--- src/rtl/gpio_regcore_pkg.sv ---
package gpio_regcore_pkg;
  localparam int BUS_W = 32;
  localparam int BE_W  = BUS_W / 8;

  typedef enum logic [1:0] {
    SLOT_DATA1 = 2'd0,
    SLOT_DIR1  = 2'd1,
    SLOT_DATA2 = 2'd2,
    SLOT_DIR2  = 2'd3
  } regSlot_e;

  typedef struct packed {
    logic [1:0] dataWe;
    logic [1:0] dirWe;
    logic       rdEn;
    logic       rdHit;
    regSlot_e   rdSlot;
  } strobes_t;
endpackage

--- src/rtl/gpio_ctrl.sv ---
module gpio_ctrl
  import gpio_regcore_pkg::*;
#(
  parameter int ADDR_W   = 8,
  parameter bit DUAL     = 1'b1,
  parameter bit IN_ONLY1 = 1'b0,
  parameter bit IN_ONLY2 = 1'b0
) (
  input  logic              regSel,
  input  logic              regWrite,
  input  logic [ADDR_W-1:0] regAddr,
  output strobes_t          strb
);
  logic     upperZero;
  logic     aligned;
  logic     present;
  logic     hit;
  logic     doWrite;
  regSlot_e slot;

  if (ADDR_W > 4) begin : g_upper
    assign upperZero = ~|regAddr[ADDR_W-1:4];
  end else begin : g_noupper
    assign upperZero = 1'b1;
  end

  assign aligned = ~|regAddr[1:0];
  assign slot    = regSlot_e'(regAddr[3:2]);

  always_comb begin
    unique case (slot)
      SLOT_DATA1: present = 1'b1;
      SLOT_DIR1:  present = !IN_ONLY1;
      SLOT_DATA2: present = DUAL;
      SLOT_DIR2:  present = DUAL && !IN_ONLY2;
      default:    present = 1'b0;
    endcase
  end

  assign hit     = upperZero && aligned && present;
  assign doWrite = regSel && regWrite && hit;

  always_comb begin
    strb           = '0;
    strb.dataWe[0] = doWrite && (slot == SLOT_DATA1);
    strb.dirWe[0]  = doWrite && (slot == SLOT_DIR1);
    strb.dataWe[1] = doWrite && (slot == SLOT_DATA2);
    strb.dirWe[1]  = doWrite && (slot == SLOT_DIR2);
    strb.rdEn      = regSel && !regWrite;
    strb.rdHit     = hit;
    strb.rdSlot    = slot;
  end
endmodule

--- src/rtl/gpio_chan.sv ---
module gpio_chan #(
  parameter int             W        = 32,
  parameter bit             IN_ONLY  = 1'b0,
  parameter bit             PAD_SRC  = 1'b1,
  parameter logic [W-1:0]   DATA_RST = '0,
  parameter logic [W-1:0]   DIR_RST  = '1
) (
  input  logic         clk,
  input  logic         rstN,
  input  logic         dataWe,
  input  logic         dirWe,
  input  logic [W-1:0] wdata,
  input  logic [W-1:0] wmask,
  input  logic [W-1:0] padIn,
  input  logic [W-1:0] pinIn,
  output logic [W-1:0] dataOut,
  output logic [W-1:0] triOut,
  output logic [W-1:0] padOut,
  output logic [W-1:0] padOe,
  output logic [W-1:0] rdData,
  output logic [W-1:0] rdDir
);
  logic [W-1:0] pinVal;

  if (PAD_SRC) begin : g_pad
    assign pinVal = padIn;
  end else begin : g_ded
    assign pinVal = pinIn;
  end

  if (IN_ONLY) begin : g_inonly
    assign dataOut = '0;
    assign triOut  = '0;
    assign padOut  = '0;
    assign padOe   = '0;
    assign rdData  = pinVal;
    assign rdDir   = '0;
  end else begin : g_io
    logic [W-1:0] dataQ;
    logic [W-1:0] dirQ;

    always_ff @(posedge clk or negedge rstN) begin
      if (!rstN) begin
        dataQ <= DATA_RST;
      end else if (dataWe) begin
        dataQ <= (dataQ & ~wmask) | (wdata & wmask);
      end
    end

    always_ff @(posedge clk or negedge rstN) begin
      if (!rstN) begin
        dirQ <= DIR_RST;
      end else if (dirWe) begin
        dirQ <= (dirQ & ~wmask) | (wdata & wmask);
      end
    end

    assign dataOut = dataQ;
    assign triOut  = dirQ;
    assign padOut  = dataQ;
    assign padOe   = ~dirQ;
    assign rdData  = (dirQ & pinVal) | (~dirQ & dataQ);
    assign rdDir   = dirQ;
  end
endmodule

--- src/rtl/gpio_datapath.sv ---
module gpio_datapath
  import gpio_regcore_pkg::*;
#(
  parameter int               WIDTH     = 32,
  parameter bit               DUAL      = 1'b1,
  parameter bit               IN_ONLY1  = 1'b0,
  parameter bit               IN_ONLY2  = 1'b0,
  parameter bit               PAD_SRC1  = 1'b1,
  parameter bit               PAD_SRC2  = 1'b1,
  parameter logic [WIDTH-1:0] DATA_RST1 = '0,
  parameter logic [WIDTH-1:0] DIR_RST1  = '1,
  parameter logic [WIDTH-1:0] DATA_RST2 = '0,
  parameter logic [WIDTH-1:0] DIR_RST2  = '1
) (
  input  logic             clk,
  input  logic             rstN,
  input  strobes_t         strb,
  input  logic [BE_W-1:0]  regByteEn,
  input  logic [BUS_W-1:0] regWdata,
  output logic [BUS_W-1:0] regRdata,
  input  logic [WIDTH-1:0] ch1PadIn,
  input  logic [WIDTH-1:0] ch1In,
  output logic [WIDTH-1:0] ch1DataOut,
  output logic [WIDTH-1:0] ch1TriOut,
  output logic [WIDTH-1:0] ch1PadOut,
  output logic [WIDTH-1:0] ch1PadOe,
  input  logic [WIDTH-1:0] ch2PadIn,
  input  logic [WIDTH-1:0] ch2In,
  output logic [WIDTH-1:0] ch2DataOut,
  output logic [WIDTH-1:0] ch2TriOut,
  output logic [WIDTH-1:0] ch2PadOut,
  output logic [WIDTH-1:0] ch2PadOe
);
  logic [WIDTH-1:0] wmask;
  logic [WIDTH-1:0] wval;
  logic [WIDTH-1:0] rdData1, rdDir1, rdData2, rdDir2;
  logic [WIDTH-1:0] rdNext;
  logic [BUS_W-1:0] rdataQ;

  for (genvar i = 0; i < WIDTH; i++) begin : g_mask
    assign wmask[i] = regByteEn[i / 8];
  end
  assign wval = regWdata[WIDTH-1:0];

  gpio_chan #(
    .W(WIDTH), .IN_ONLY(IN_ONLY1), .PAD_SRC(PAD_SRC1),
    .DATA_RST(DATA_RST1), .DIR_RST(DIR_RST1)
  ) u_ch1 (
    .clk(clk), .rstN(rstN),
    .dataWe(strb.dataWe[0]), .dirWe(strb.dirWe[0]),
    .wdata(wval), .wmask(wmask),
    .padIn(ch1PadIn), .pinIn(ch1In),
    .dataOut(ch1DataOut), .triOut(ch1TriOut),
    .padOut(ch1PadOut), .padOe(ch1PadOe),
    .rdData(rdData1), .rdDir(rdDir1)
  );

  if (DUAL) begin : g_ch2
    gpio_chan #(
      .W(WIDTH), .IN_ONLY(IN_ONLY2), .PAD_SRC(PAD_SRC2),
      .DATA_RST(DATA_RST2), .DIR_RST(DIR_RST2)
    ) u_ch2 (
      .clk(clk), .rstN(rstN),
      .dataWe(strb.dataWe[1]), .dirWe(strb.dirWe[1]),
      .wdata(wval), .wmask(wmask),
      .padIn(ch2PadIn), .pinIn(ch2In),
      .dataOut(ch2DataOut), .triOut(ch2TriOut),
      .padOut(ch2PadOut), .padOe(ch2PadOe),
      .rdData(rdData2), .rdDir(rdDir2)
    );
  end else begin : g_noch2
    assign ch2DataOut = '0;
    assign ch2TriOut  = '0;
    assign ch2PadOut  = '0;
    assign ch2PadOe   = '0;
    assign rdData2    = '0;
    assign rdDir2     = '0;
  end

  always_comb begin
    unique case (strb.rdSlot)
      SLOT_DATA1: rdNext = rdData1;
      SLOT_DIR1:  rdNext = rdDir1;
      SLOT_DATA2: rdNext = rdData2;
      SLOT_DIR2:  rdNext = rdDir2;
      default:    rdNext = '0;
    endcase
    if (!strb.rdHit) rdNext = '0;
  end

  always_ff @(posedge clk or negedge rstN) begin
    if (!rstN) begin
      rdataQ <= '0;
    end else if (strb.rdEn) begin
      rdataQ <= BUS_W'(rdNext);
    end else begin
      rdataQ <= '0;
    end
  end

  assign regRdata = rdataQ;
endmodule

--- src/rtl/gpio_regcore.sv ---
module gpio_regcore
  import gpio_regcore_pkg::*;
#(
  parameter int               WIDTH          = 32,
  parameter int               ADDR_W         = 8,
  parameter bit               DUAL           = 1'b1,
  parameter bit               CH1_INPUT_ONLY = 1'b0,
  parameter bit               CH2_INPUT_ONLY = 1'b0,
  parameter bit               CH1_PAD_SRC    = 1'b1,
  parameter bit               CH2_PAD_SRC    = 1'b1,
  parameter logic [WIDTH-1:0] CH1_DATA_RST   = '0,
  parameter logic [WIDTH-1:0] CH1_DIR_RST    = '1,
  parameter logic [WIDTH-1:0] CH2_DATA_RST   = '0,
  parameter logic [WIDTH-1:0] CH2_DIR_RST    = '1
) (
  input  logic              clk,
  input  logic              rstN,
  input  logic              regSel,
  input  logic              regWrite,
  input  logic [ADDR_W-1:0] regAddr,
  input  logic [3:0]        regByteEn,
  input  logic [31:0]       regWdata,
  output logic [31:0]       regRdata,
  input  logic [WIDTH-1:0]  ch1PadIn,
  input  logic [WIDTH-1:0]  ch1In,
  output logic [WIDTH-1:0]  ch1DataOut,
  output logic [WIDTH-1:0]  ch1TriOut,
  output logic [WIDTH-1:0]  ch1PadOut,
  output logic [WIDTH-1:0]  ch1PadOe,
  input  logic [WIDTH-1:0]  ch2PadIn,
  input  logic [WIDTH-1:0]  ch2In,
  output logic [WIDTH-1:0]  ch2DataOut,
  output logic [WIDTH-1:0]  ch2TriOut,
  output logic [WIDTH-1:0]  ch2PadOut,
  output logic [WIDTH-1:0]  ch2PadOe
);
  strobes_t strb;

  gpio_ctrl #(
    .ADDR_W(ADDR_W), .DUAL(DUAL),
    .IN_ONLY1(CH1_INPUT_ONLY), .IN_ONLY2(CH2_INPUT_ONLY)
  ) u_ctrl (
    .regSel(regSel), .regWrite(regWrite), .regAddr(regAddr), .strb(strb)
  );

  gpio_datapath #(
    .WIDTH(WIDTH), .DUAL(DUAL),
    .IN_ONLY1(CH1_INPUT_ONLY), .IN_ONLY2(CH2_INPUT_ONLY),
    .PAD_SRC1(CH1_PAD_SRC), .PAD_SRC2(CH2_PAD_SRC),
    .DATA_RST1(CH1_DATA_RST), .DIR_RST1(CH1_DIR_RST),
    .DATA_RST2(CH2_DATA_RST), .DIR_RST2(CH2_DIR_RST)
  ) u_dp (
    .clk(clk), .rstN(rstN), .strb(strb),
    .regByteEn(regByteEn), .regWdata(regWdata), .regRdata(regRdata),
    .ch1PadIn(ch1PadIn), .ch1In(ch1In),
    .ch1DataOut(ch1DataOut), .ch1TriOut(ch1TriOut),
    .ch1PadOut(ch1PadOut), .ch1PadOe(ch1PadOe),
    .ch2PadIn(ch2PadIn), .ch2In(ch2In),
    .ch2DataOut(ch2DataOut), .ch2TriOut(ch2TriOut),
    .ch2PadOut(ch2PadOut), .ch2PadOe(ch2PadOe)
  );
endmodule

--- config.mk ---
export PLATFORM = sky130hd
export DESIGN_NAME = gpio_regcore
export DESIGN_NICKNAME = d
export VERILOG_FILES = /design/src/rtl/gpio_regcore_pkg.sv /design/src/rtl/gpio_ctrl.sv /design/src/rtl/gpio_chan.sv /design/src/rtl/gpio_datapath.sv /design/src/rtl/gpio_regcore.sv
export SDC_FILE = /design/constraint.sdc
export NUM_CORES = 1
export LEC_CHECK = 0
export ABC_AREA = 1
export BUFFER_PORTS_ARGS = -buffer_cell sky130_fd_sc_hd__buf_2
export CAP_MARGIN = 30
export CORE_AREA = 5 5 176 178
export CTS_BUF_LIST = sky130_fd_sc_hd__clkbuf_8
export DETAILED_ROUTE_END_ITERATION = 10
export DIE_AREA = 0 0 181 183
export GPL_TIMING_DRIVEN = 0
export SETUP_SLACK_MARGIN = 0.2
export SYNTH_ARGS = -nofsm -noshare
export SYNTH_HDL_FRONTEND = slang
export SYNTH_SLANG_ARGS = --single-unit
--- constraint.sdc ---
create_clock -name clk -period 1.29 [get_ports clk]
set_input_delay 0.258 -clock clk [delete_from_list [all_inputs] [get_ports clk]]
set_output_delay 0.258 -clock clk [all_outputs]
set_load 0.01 [all_outputs]
==> results of run 1 <==
## logic make-up (layout without fill, tap and decap cells)
kind of cell,after synthesis,count (layout),share of synthesized area
buffers and inverters,291,925,0.1614
other,0,3,0
and+or+nand+nor,766,766,0.3904
DFF,160,160,0.4482
## path summary, 6_finish.rpt
| kind | endpoint | from | slack, ns | cells after the start |
|---|---|---|---|---|
| worst max-delay path | ch2PadOe[30] | flop | -0.25 | 2 |
| worst min-delay path | async pin | rstN | -0.25 | 1 |
| worst max register to register | u_dp.regRdata[16] | flop | -0.06 | 9 |
| worst min register to register | flop | flop | 0.51 | 2 |
| max in group asynchronous | async pin | rstN | 0.68 | 2 |
| min in group clk | flop | regWdata[7] | 0.05 | 3 |
## critical path, stage by stage, from the launching register on
cell	delay (ns)
dfstp_2	0.64
inv_2	0.08
buf_6	0.12
## metal layers
layer,routed length (um),part of all wire
met5,70,0.0016
met3,3471,0.079
met4,1452,0.033
met2,21600,0.49
met1,17270,0.39
## repair_timing
action	in CTS	in global routing
setup endpoints to repair	432	357
buffers inserted	155	49
hold endpoints to repair	48	48
gates resized for setup	411	150
gates cloned	0	2
pin swaps	23	35
## power groups by stage
stage	clock, mW	combinational [mW]	sequential (mW)
after floorplan	0	0.483	5.28
after global placement	0	1.16	5.28
after detailed placement	0	1.18	5.28
after CTS	3.88	1.47	5.20
after global routing	4.11	1.70	5.21
final	3.79	1.58	5.20
## cell type report
class | count | area, um^2 | share of cell area
Antenna cell | 3 | 7.507 | 0.0004710
Buffer | 127 | 1204 | 0.07551
Clock buffer | 20 | 275.3 | 0.01727
Clock inverter | 12 | 112.6 | 0.007064
Inverter | 164 | 618.1 | 0.03878
Multi-Input combinational cell | 766 | 3845 | 0.2412
Sequential cell | 160 | 4113 | 0.2580
Tap cell | 390 | 488.0 | 0.03061
Timing Repair Buffer | 602 | 5278 | 0.3311
## through the flow
step	utilization	cell area (um^2)	power [mW]
after floorplan	-	9155	5.766
after global placement	0.3973	11620	6.437
after detailed placement	0.3986	11660	6.462
after CTS	0.5122	14980	10.55
after global routing	0.5449	15940	11.02
final	0.5451	15940	10.58
## cells in the final DEF, fill, tap and decap left out, types with 5 or more instances in the layout
| cell | count |
|---|---|
| inv_2 | 66 |
| inv_6 | 6 |
| nand2_4 | 5 |
| buf_4 | 142 |
| inv_1 | 97 |
| clkbuf_1 | 11 |
| nor2_4 | 9 |
| nand2_1 | 492 |
| buf_6 | 384 |
| dfrtp_1 | 73 |
| nand2_2 | 46 |
| dfrtp_2 | 23 |
| buf_2 | 181 |
| nand3_1 | 23 |
| dfstp_2 | 64 |
| clkbuf_8 | 20 |
| nand4_1 | 162 |
| nand3_2 | 12 |
| nand4_4 | 13 |
==> results.ini, run 1 <==
[run_status]
status = complete, but fails checks
violations = negative hold slack, negative setup slack

[worst_hold_path]
hold_class = primary input to async pin

[synthesis]
netlist_top_cells_area = dfrtp_1 26%, nand2_1 22%, dfstp_2 18%
synth.most_common_cell = nand2_1
synth_edf_count = 0
yosysUniqueCellTypes = 19
synthCells = 1217
synth_flop_cell = dfrtp_1
synth.largest_area_cell = dfrtp_1
synth_seq_area_share = 0.4482
synth_top_area_frac = 0.2637
syn_avg_cell_area_um2 = 7.487
yosys_warnings = 0
syn-num-nets = 1393
ys_ff_latch = 160
syn_area_um2 = 9111
ys_top_cells_by_count = 543 x nand2_1, 162 x nand4_1, 161 x inv_1, 96 x dfrtp_1, 68 x buf_4
ys_async_sr_fraction = 1.000

[timing]
post-route-min-period_ns = 1.539
rsz0062_at_grt = true
finalHoldViolCount = 48
worst_slack_ns = -0.2485
finalSetupViolations = 251
skew_ns = 0.01419
tightest_slew_ns = 0.6788
period_share = 1.193
slew_violations = 0
fin_tns_setup_ns = -27.94
hold_slack_ns = -0.2544
fmax_mhz = 650.0
slew_headroom = 0.5475

[floorplan]
core_area_um2 = 29240
num_io_pins = 464
die_h_um = 183
std_cell_rows = 63
fp.dieW_um = 181
initial_core_util = 0.3116
design.die.area_um2 = 33120

[route]
antenna_left = 0
via_count = 11020
drt-initial-drc-count = 710
route.detailed.drc = 0
routed_wl_um = 43860
viasPerCell = 4.909
routedWlPerCell_um = 19.55
dr.pass1.iters = 6

[finish]
stdcell_count = 2244
drive_gt1_frac = 0.5343
finalNetCount = 2014
nFillCells = 2651
syn_to_final_growth_pct = 74.95

[clock_tree]
htree_levels = 4
cts_tree = done
cts_made_buffers = 17
clock_latency_ns = 0.45
path_clk_slew_ns = 0.10
root_buffer = clkbuf_8
clockBufferDepth = 2
cts.sinks = 160

[setup_path]
worstSetupPathType = flop to output port
cp-end-kind = output port
arrival_ns = 1.28
worst_ep_required_time_ns = 1.03
cp-start-kind = flop
cp_max_fo = 4

[global_route]
use_met2 = 0.4224
grt_first_pass_wirelength_um = 63450
grt_max_degree = 82
grt_pass1_vias = 11090
grtUsageMet3 = 0.06307
antenna_found_initial = 8
use_met1 = 0.3015
grt_util_all_layers = 0.2451
busiest_layer = met2
overflow = 0

[place]
gp_congestion = 0.8520
pre_cts_slack_ns = -0.5084
io_buffers = 395
dp_hpwl_um = 28000
dp.cells = 2003

[power_and_ir_drop]
sequentialPowerShare = 0.492
p_int_mw = 7.355
vdd_ir_drop_max_uv = 500.6
swShare = 0.3045
power_frac_clock = 0.358
p_per_area_nw_per_um2 = 663.4
netSwitchingPower_mw = 3.220
p_leak_nw = 8.637
p_comb_frac = 0.150

[flow_run]
cap_violations = 0

Power figures use the tool's default switching activity.
==> run 2: changes to the inputs <==
--- a/config.mk
+++ b/config.mk
@@ -8,12 +8,14 @@
 export ABC_AREA = 1
 export BUFFER_PORTS_ARGS = -buffer_cell sky130_fd_sc_hd__buf_2
 export CAP_MARGIN = 30
-export CORE_AREA = 5 5 176 178
+export CORE_AREA = 5 5 178 180
 export CTS_BUF_LIST = sky130_fd_sc_hd__clkbuf_8
 export DETAILED_ROUTE_END_ITERATION = 10
-export DIE_AREA = 0 0 181 183
+export DIE_AREA = 0 0 183 185
 export GPL_TIMING_DRIVEN = 0
+export MAX_ROUTING_LAYER = met4
 export SETUP_SLACK_MARGIN = 0.2
 export SYNTH_ARGS = -nofsm -noshare
 export SYNTH_HDL_FRONTEND = slang
+export SYNTH_HIERARCHICAL = 1
 export SYNTH_SLANG_ARGS = --single-unit
==> results.ini, run 2 <==
[global_route]
overflow = 0  ; unchanged
grt_first_pass_wirelength_um = 65960  ; +4.0%
grt_pass1_vias = 11600  ; +4.6%
antenna_found_initial = 3  ; -5
grt_util_all_layers = 0.2583  ; +0.01315
grt_max_degree = 88  ; +7.3%

[synthesis]
yosys_warnings = 6  ; +6
ys_ff_latch = 160  ; unchanged
syn_avg_cell_area_um2 = 7.073  ; -5.5%
synthCells = 1395  ; +15%
yosysUniqueCellTypes = 21  ; +2
synth_top_area_frac = 0.2435  ; -0.02019
synth_edf_count = 0  ; unchanged
ys_top_cells_by_count = 623 x nand2_1, 199 x nand3_1, 135 x buf_4, 96 x dfrtp_1, 93 x inv_1
syn-num-nets = 1571  ; +13%
synth_seq_area_share = 0.4139  ; -0.03433
syn_area_um2 = 9867  ; +8.3%
synth.most_common_cell = nand2_1
ys_async_sr_fraction = 1.000  ; unchanged
synth_flop_cell = dfrtp_1
netlist_top_cells_area = dfrtp_1 24%, nand2_1 24%, dfstp_2 17%
synth.largest_area_cell = dfrtp_1

[floorplan]
std_cell_rows = 64  ; +1.6%
initial_core_util = 0.3286  ; +0.01703
num_io_pins = 464  ; unchanged
die_h_um = 185  ; +1.1%
design.die.area_um2 = 33860  ; +2.2%
fp.dieW_um = 183  ; +1.1%
core_area_um2 = 30030  ; +2.7%

[setup_path]
worstSetupPathType = flop to output port
timing.critical_path.mode_cell = buf_6
crit_end = ch2TriOut[31]
rrSetupSlack_ns = -0.12  ; -0.06 ns
cp_slowest_stage_delay_ns = 0.63  ; about the same
path_cells = buf_6, buf_6
critPathBufInv = 2  ; unchanged
worstReg2RegEnd = u_dp/regRdata[20]
critPathSlowestCell = dfstp_2
cp_max_fo = 3  ; -1
reg2reg_depth = 9  ; unchanged
worst_ep_required_time_ns = 1.03  ; about the same
cp-end-kind = output port
cp_top_family = flip-flops
arrival_ns = 1.28  ; about the same
cp-start-kind = flop
cp_num_cells = 2  ; unchanged

[route]
via_count = 11670  ; +5.9%
routed_wl_um = 45300  ; +3.3%
dr.pass1.iters = 6  ; unchanged
routedWlPerCell_um = 18.55  ; -5.1%
antenna_left = 0  ; unchanged
drt-initial-drc-count = 878  ; +24%
route.detailed.drc = 0  ; unchanged
viasPerCell = 4.778  ; -2.7%

[clock_tree]
clock_latency_ns = 0.45  ; about the same
root_buffer = clkbuf_8
clockBufferDepth = 2  ; unchanged
ctsHoldBuffers = 1
cts.sinks = 160  ; unchanged
cts_made_buffers = 17  ; unchanged
htree_levels = 4  ; unchanged
path_clk_slew_ns = 0.11  ; about the same
cts_tree = done

[power_and_ir_drop]
p_per_area_nw_per_um2 = 626.2  ; -5.6%
p_leak_nw = 8.835  ; +2.3%
power_mw = 10.61  ; +0.37%
vdd_ir_drop_max_uv = 443.7  ; -11%

[run_status]
violations = negative hold slack, negative setup slack
status = complete, but fails checks

[finish]
final_common_cell = nand2_1
finalNetCount = 2206  ; +9.5%
final_util = 0.5645  ; +0.01943
layout_common_cells = 563 x nand2_1, 441 x buf_6, 193 x nand3_1, 182 x buf_2, 168 x buf_4
stdcell_count = 2442  ; +8.8%
syn_to_final_growth_pct = 71.80
drive_gt1_frac = 0.5384  ; +0.004118
nFillCells = 2633  ; -0.68%

[flow_run]
cap_violations = 0  ; unchanged

[timing]
tightest_slew_ns = 0.6157  ; -0.06307 ns
rsz0062_at_grt = true
period_share = 1.191  ; -0.001810
finalHoldViolCount = 44  ; -8.3%
fmax_mhz = 651.0  ; +0.15%
slew_headroom = 0.5895  ; +0.04205
worst_slack_ns = -0.2462  ; +0.002335 ns
hold_slack_ns = -0.2559  ; -0.001407 ns
skew_ns = 0.01545  ; +0.001257 ns
finalSetupViolations = 248  ; -1.2%
slew_violations = 0  ; unchanged
post-route-min-period_ns = 1.536  ; -0.002335 ns

[place]
dp_hpwl_um = 27820  ; -0.67%
io_buffers = 399  ; +1.0%
gp_congestion = 0.8690  ; +2.0%
dp.cells = 2191  ; +9.4%

[worst_hold_path]
hold_class = primary input to async pin

==> run 2: changes by cell type after synthesis, moves of 30 or more <==
cell / change
nand2_1: +80
nand4_1: -162
o21ai_0: +30
buf_4: +67
inv_1: -68
nand3_1: +164
nor2_1: +63
==> run 2: area by class of cell <==
cell class,instances,area (um^2),area share
Inverter,94,352.8,0.02081
Tap cell,396,495.5,0.02923
Buffer,187,1997,0.1178
Sequential cell,160,4106,0.2422
Multi-Input combinational cell,954,4287,0.2529
Antenna cell,3,7.507,0.0004429
Clock inverter,14,122.6,0.007234
Clock buffer,18,247.7,0.01461
Timing Repair Buffer,616,5335,0.3147
==> run 2: layer usage <==
metal	global-route usage	part of all wire	wire, um	vias to the layer above
li1	-	-	-	5487
met1	0.3218	0.40	18330	5601
met2	0.4390	0.51	23170	520
met3	0.03849	0.063	2851	61
met4	0.07330	0.021	947	0
met5	-	0	0	-
==> run 2: per-stage QoR <==
stage	instance area (um^2)	worst slack, ns	setup TNS (ns)
global route	16950	-0.3136	-51.22
detailed placement	12440	-0.2993	-36.34
global placement	12400	-2.642	-388.98
CTS	15900	-0.2765	-39.61
floorplan	9912	0.1553	0
finish	16950	-0.2462	-32.42
==> run 2: power breakdown <==
part,total (mW),internal (mW),switching [mW]
combinational,1.68,0.757,0.927
sequential,5.20,5.11,0.0936
clock,3.73,1.47,2.26
==> run 2: how the worst min path moves through the flow <==
stage	startpoint	to	slack (ns)	cells after the start
6_report	rstN	u_dp/regRdata[26]	-0.26	1
5_1_grt	rstN	u_dp/regRdata[26]	-0.25	1
4_1_cts	rstN	u_dp/regRdata[26]	-0.25	1
3_5_place_dp	rstN	u_dp/regRdata[26]	0.27	1
3_3_place_gp	flop	flop	0.48	2
2_1_floorplan	rstN	async pin	-0.04	0
==> run 2: what timing repair did <==
| action | in CTS | in global routing |
|---|---|---|
| gates resized for setup | 449 | 178 |
| setup endpoints to repair | 320 | 336 |
| pin swaps | 51 | 93 |
| hold endpoints to repair | 45 | 44 |
| setup buffers | 159 | 52 |
==> run 2: worst register-to-register path, cell delays in order, from the launching register on <==
cell and delay [ns]:
dfstp_2 0.59, inv_2 0.06, buf_6 0.11, buf_6 0.11
nand2_4 0.05, nand2_2 0.07, nand3_2 0.07, nand2_1 0.06
nor2_2 0.14, nor2_1 0.05
==> run 2: cell families (layout without fill, tap and decap cells) <==
group                  after synthesis  in the layout  synth area share
flip-flops                         160            160            0.4139
other                                0              3                 0
AND/OR/NAND/NOR                    899            899            0.3695
AO/OA/AOI/OAI                       55             55           0.03018
buffers and inverters              281            929            0.1864
==> run 3: changes to the inputs <==
--- a/config.mk
+++ b/config.mk
@@ -8,14 +8,13 @@
 export ABC_AREA = 1
 export BUFFER_PORTS_ARGS = -buffer_cell sky130_fd_sc_hd__buf_2
 export CAP_MARGIN = 30
-export CORE_AREA = 5 5 178 180
+export CORE_AREA = 5 5 176 178
 export CTS_BUF_LIST = sky130_fd_sc_hd__clkbuf_8
 export DETAILED_ROUTE_END_ITERATION = 10
-export DIE_AREA = 0 0 183 185
+export DIE_AREA = 0 0 181 183
 export GPL_TIMING_DRIVEN = 0
 export MAX_ROUTING_LAYER = met4
 export SETUP_SLACK_MARGIN = 0.2
 export SYNTH_ARGS = -nofsm -noshare
 export SYNTH_HDL_FRONTEND = slang
-export SYNTH_HIERARCHICAL = 1
 export SYNTH_SLANG_ARGS = --single-unit
==> results.ini, run 3 (synthesized netlist as in run 1, its figures left out) <==
[setup_path]
cp_slowest_stage_delay_ns = 0.63  ; about the same
cp-end-kind = output port
cp_top_family = flip-flops
reg2reg_depth = 9  ; unchanged
rrSetupSlack_ns = -0.08  ; +0.04 ns
cp-start-kind = flop
critPathSlowestCell = dfstp_2
worstReg2RegEnd = u_dp.regRdata[16]
worst_ep_required_time_ns = 1.03  ; about the same
arrival_ns = 1.28  ; about the same
path_cells = inv_2, buf_6
cp_max_fo = 4  ; +1
critPathBufInv = 2  ; unchanged
worstSetupPathType = flop to output port

[route]
dr.pass1.iters = 5  ; -1
routedWlPerCell_um = 19.47  ; +5.0%
antenna_left = 0  ; unchanged
routed_wl_um = 43790  ; -3.3%
viasPerCell = 4.881  ; +2.1%
route.detailed.drc = 0  ; unchanged
drt-initial-drc-count = 779  ; -11%
via_count = 10980  ; -5.9%

[clock_tree]
cts.sinks = 160  ; unchanged
clock_latency_ns = 0.45  ; about the same
htree_levels = 4  ; unchanged
cts_made_buffers = 17  ; unchanged
path_clk_slew_ns = 0.10  ; about the same
cts_tree = done
root_buffer = clkbuf_8
clockBufferDepth = 2  ; unchanged

[timing]
hold_slack_ns = -0.2534  ; +0.002420 ns
rsz0062_at_grt = true
finalHoldViolCount = 48  ; +9.1%
fmax_mhz = 650.6  ; about the same
skew_ns = 0.01447  ; -0.0009759 ns
slew_violations = 0  ; unchanged
slew_headroom = 0.5549  ; -0.03462
period_share = 1.191  ; about the same
worst_slack_ns = -0.2469  ; -0.0007120 ns
tightest_slew_ns = 0.6677  ; +0.05192 ns
fin_tns_setup_ns = -28.27  ; +4.153 ns
finalSetupViolations = 254  ; +2.4%
post-route-min-period_ns = 1.537  ; +0.0007120 ns

[finish]
stdcell_area_um2 = 15970  ; -5.8%
nFillCells = 2645  ; +0.46%
drive_gt1_frac = 0.5354  ; -0.003038
final_common_cell = nand2_1
multi_input_area_um2 = 3845  ; -10%
layout_common_cells = 492 x nand2_1, 387 x buf_6, 181 x buf_2, 162 x nand4_1, 139 x buf_4
finalNetCount = 2014  ; -8.7%
seqCellArea_um2 = 4114  ; +0.18%
syn_to_final_growth_pct = 75.23

[floorplan]
num_io_pins = 464  ; unchanged
core_area_um2 = 29240  ; -2.6%
design.die.area_um2 = 33120  ; -2.2%
fp.dieW_um = 181  ; -1.1%
initial_core_util = 0.3116  ; -0.01703
std_cell_rows = 63  ; -1.6%
die_h_um = 183  ; -1.1%

[global_route]
antenna_found_initial = 8  ; +5
grt_max_degree = 82  ; -6.8%
grt_first_pass_wirelength_um = 63380  ; -3.9%
overflow = 0  ; unchanged
grt_util_all_layers = 0.2525  ; -0.005800
grt_pass1_vias = 11090  ; -4.4%

[power_and_ir_drop]
vdd_ir_drop_max_uv = 509.1  ; +15%
power_mw = 10.60  ; -0.15%
p_leak_nw = 8.639  ; -2.2%
p_per_area_nw_per_um2 = 663.9  ; +6.0%

[run_status]
violations = negative hold slack, negative setup slack
status = complete, but fails checks

[place]
postPlaceCellArea_um2 = 11660  ; -6.3%
dp_hpwl_um = 28000  ; +0.68%
io_buffers = 395  ; -1.0%
gp_congestion = 0.8656  ; -0.39%

[worst_hold_path]
hold_class = primary input to async pin

[flow_run]
cap_violations = 0  ; unchanged

-- run 3: cell count changes in the layout (fill, tap and decap cells not counted), moves of 14 or more --
cell | before | now
nand2_1 | 563 | 492
o21ai_0 | 18 | 0
nor2_1 | 63 | 3
buf_4 | 168 | 139
inv_1 | 13 | 96
inv_2 | 81 | 67
nand3_1 | 193 | 23
nand4_1 | 0 | 162
a21oi_2 | 21 | 0
buf_6 | 441 | 387
-- run 3: report_power, final --
| group | internal [mW] | total (mW) | switching [mW] |
|---|---|---|---|
| logic | 0.670 | 1.58 | 0.913 |
| clock network | 1.58 | 3.81 | 2.23 |
| registers | 5.11 | 5.20 | 0.0968 |
-- run 3: per-layer routing --
layer | global-route usage | wire length (um) | vias up
li1 | - | - | 5059
met3 | 0.05633 | 3376 | 83
met2 | 0.4230 | 21540 | 535
met1 | 0.3051 | 17500 | 5300
met5 | - | 0 | -
met4 | 0.08106 | 1373 | 0
-- run 3: layout make-up --
type,instances,area share
multi-input combinational,766,0.2408
tap,390,0.03056
sequential,160,0.2577
antenna,8,0.001254
inverter,164,0.03871
timing repair buffer,602,0.3313
clock inverter,12,0.007053
buffer,127,0.07539
clock buffer,20,0.01724
-- run 3: worst max-delay path by stage --
stage / from / to / slack, ns / cells after the start
6_report: flop / ch2PadOe[30] / -0.25 / 2
5_1_grt: flop / ch1PadOe[17] / -0.29 / 2
4_1_cts: flop / ch2PadOe[21] / -0.27 / 2
3_5_place_dp: regAddr[5] / flop / -0.51 / 7
3_3_place_gp: rstN / async pin / -2.58 / 1
2_1_floorplan: regAddr[1] / flop / 0.11 / 7
-- run 3: what timing repair did --
action / in CTS / in global routing
pin swaps: 23 / 37
cloned: 0 / 2
resized for setup: 411 / 155
hold endpoints to repair: 48 / 48
buffers inserted: 155 / 49
endpoints found under the setup margin: 432 / 358
-- run 3: through the flow --
step	cells	worst slack (ns)	util
after global routing	2249	-0.2908	0.5459
after floorplan	1217	0.1078	-
after detailed placement	2003	-0.5084	0.3986
final	2249	-0.2469	0.5459
after global placement	2002	-2.582	0.3973
after CTS	2190	-0.2694	0.5122
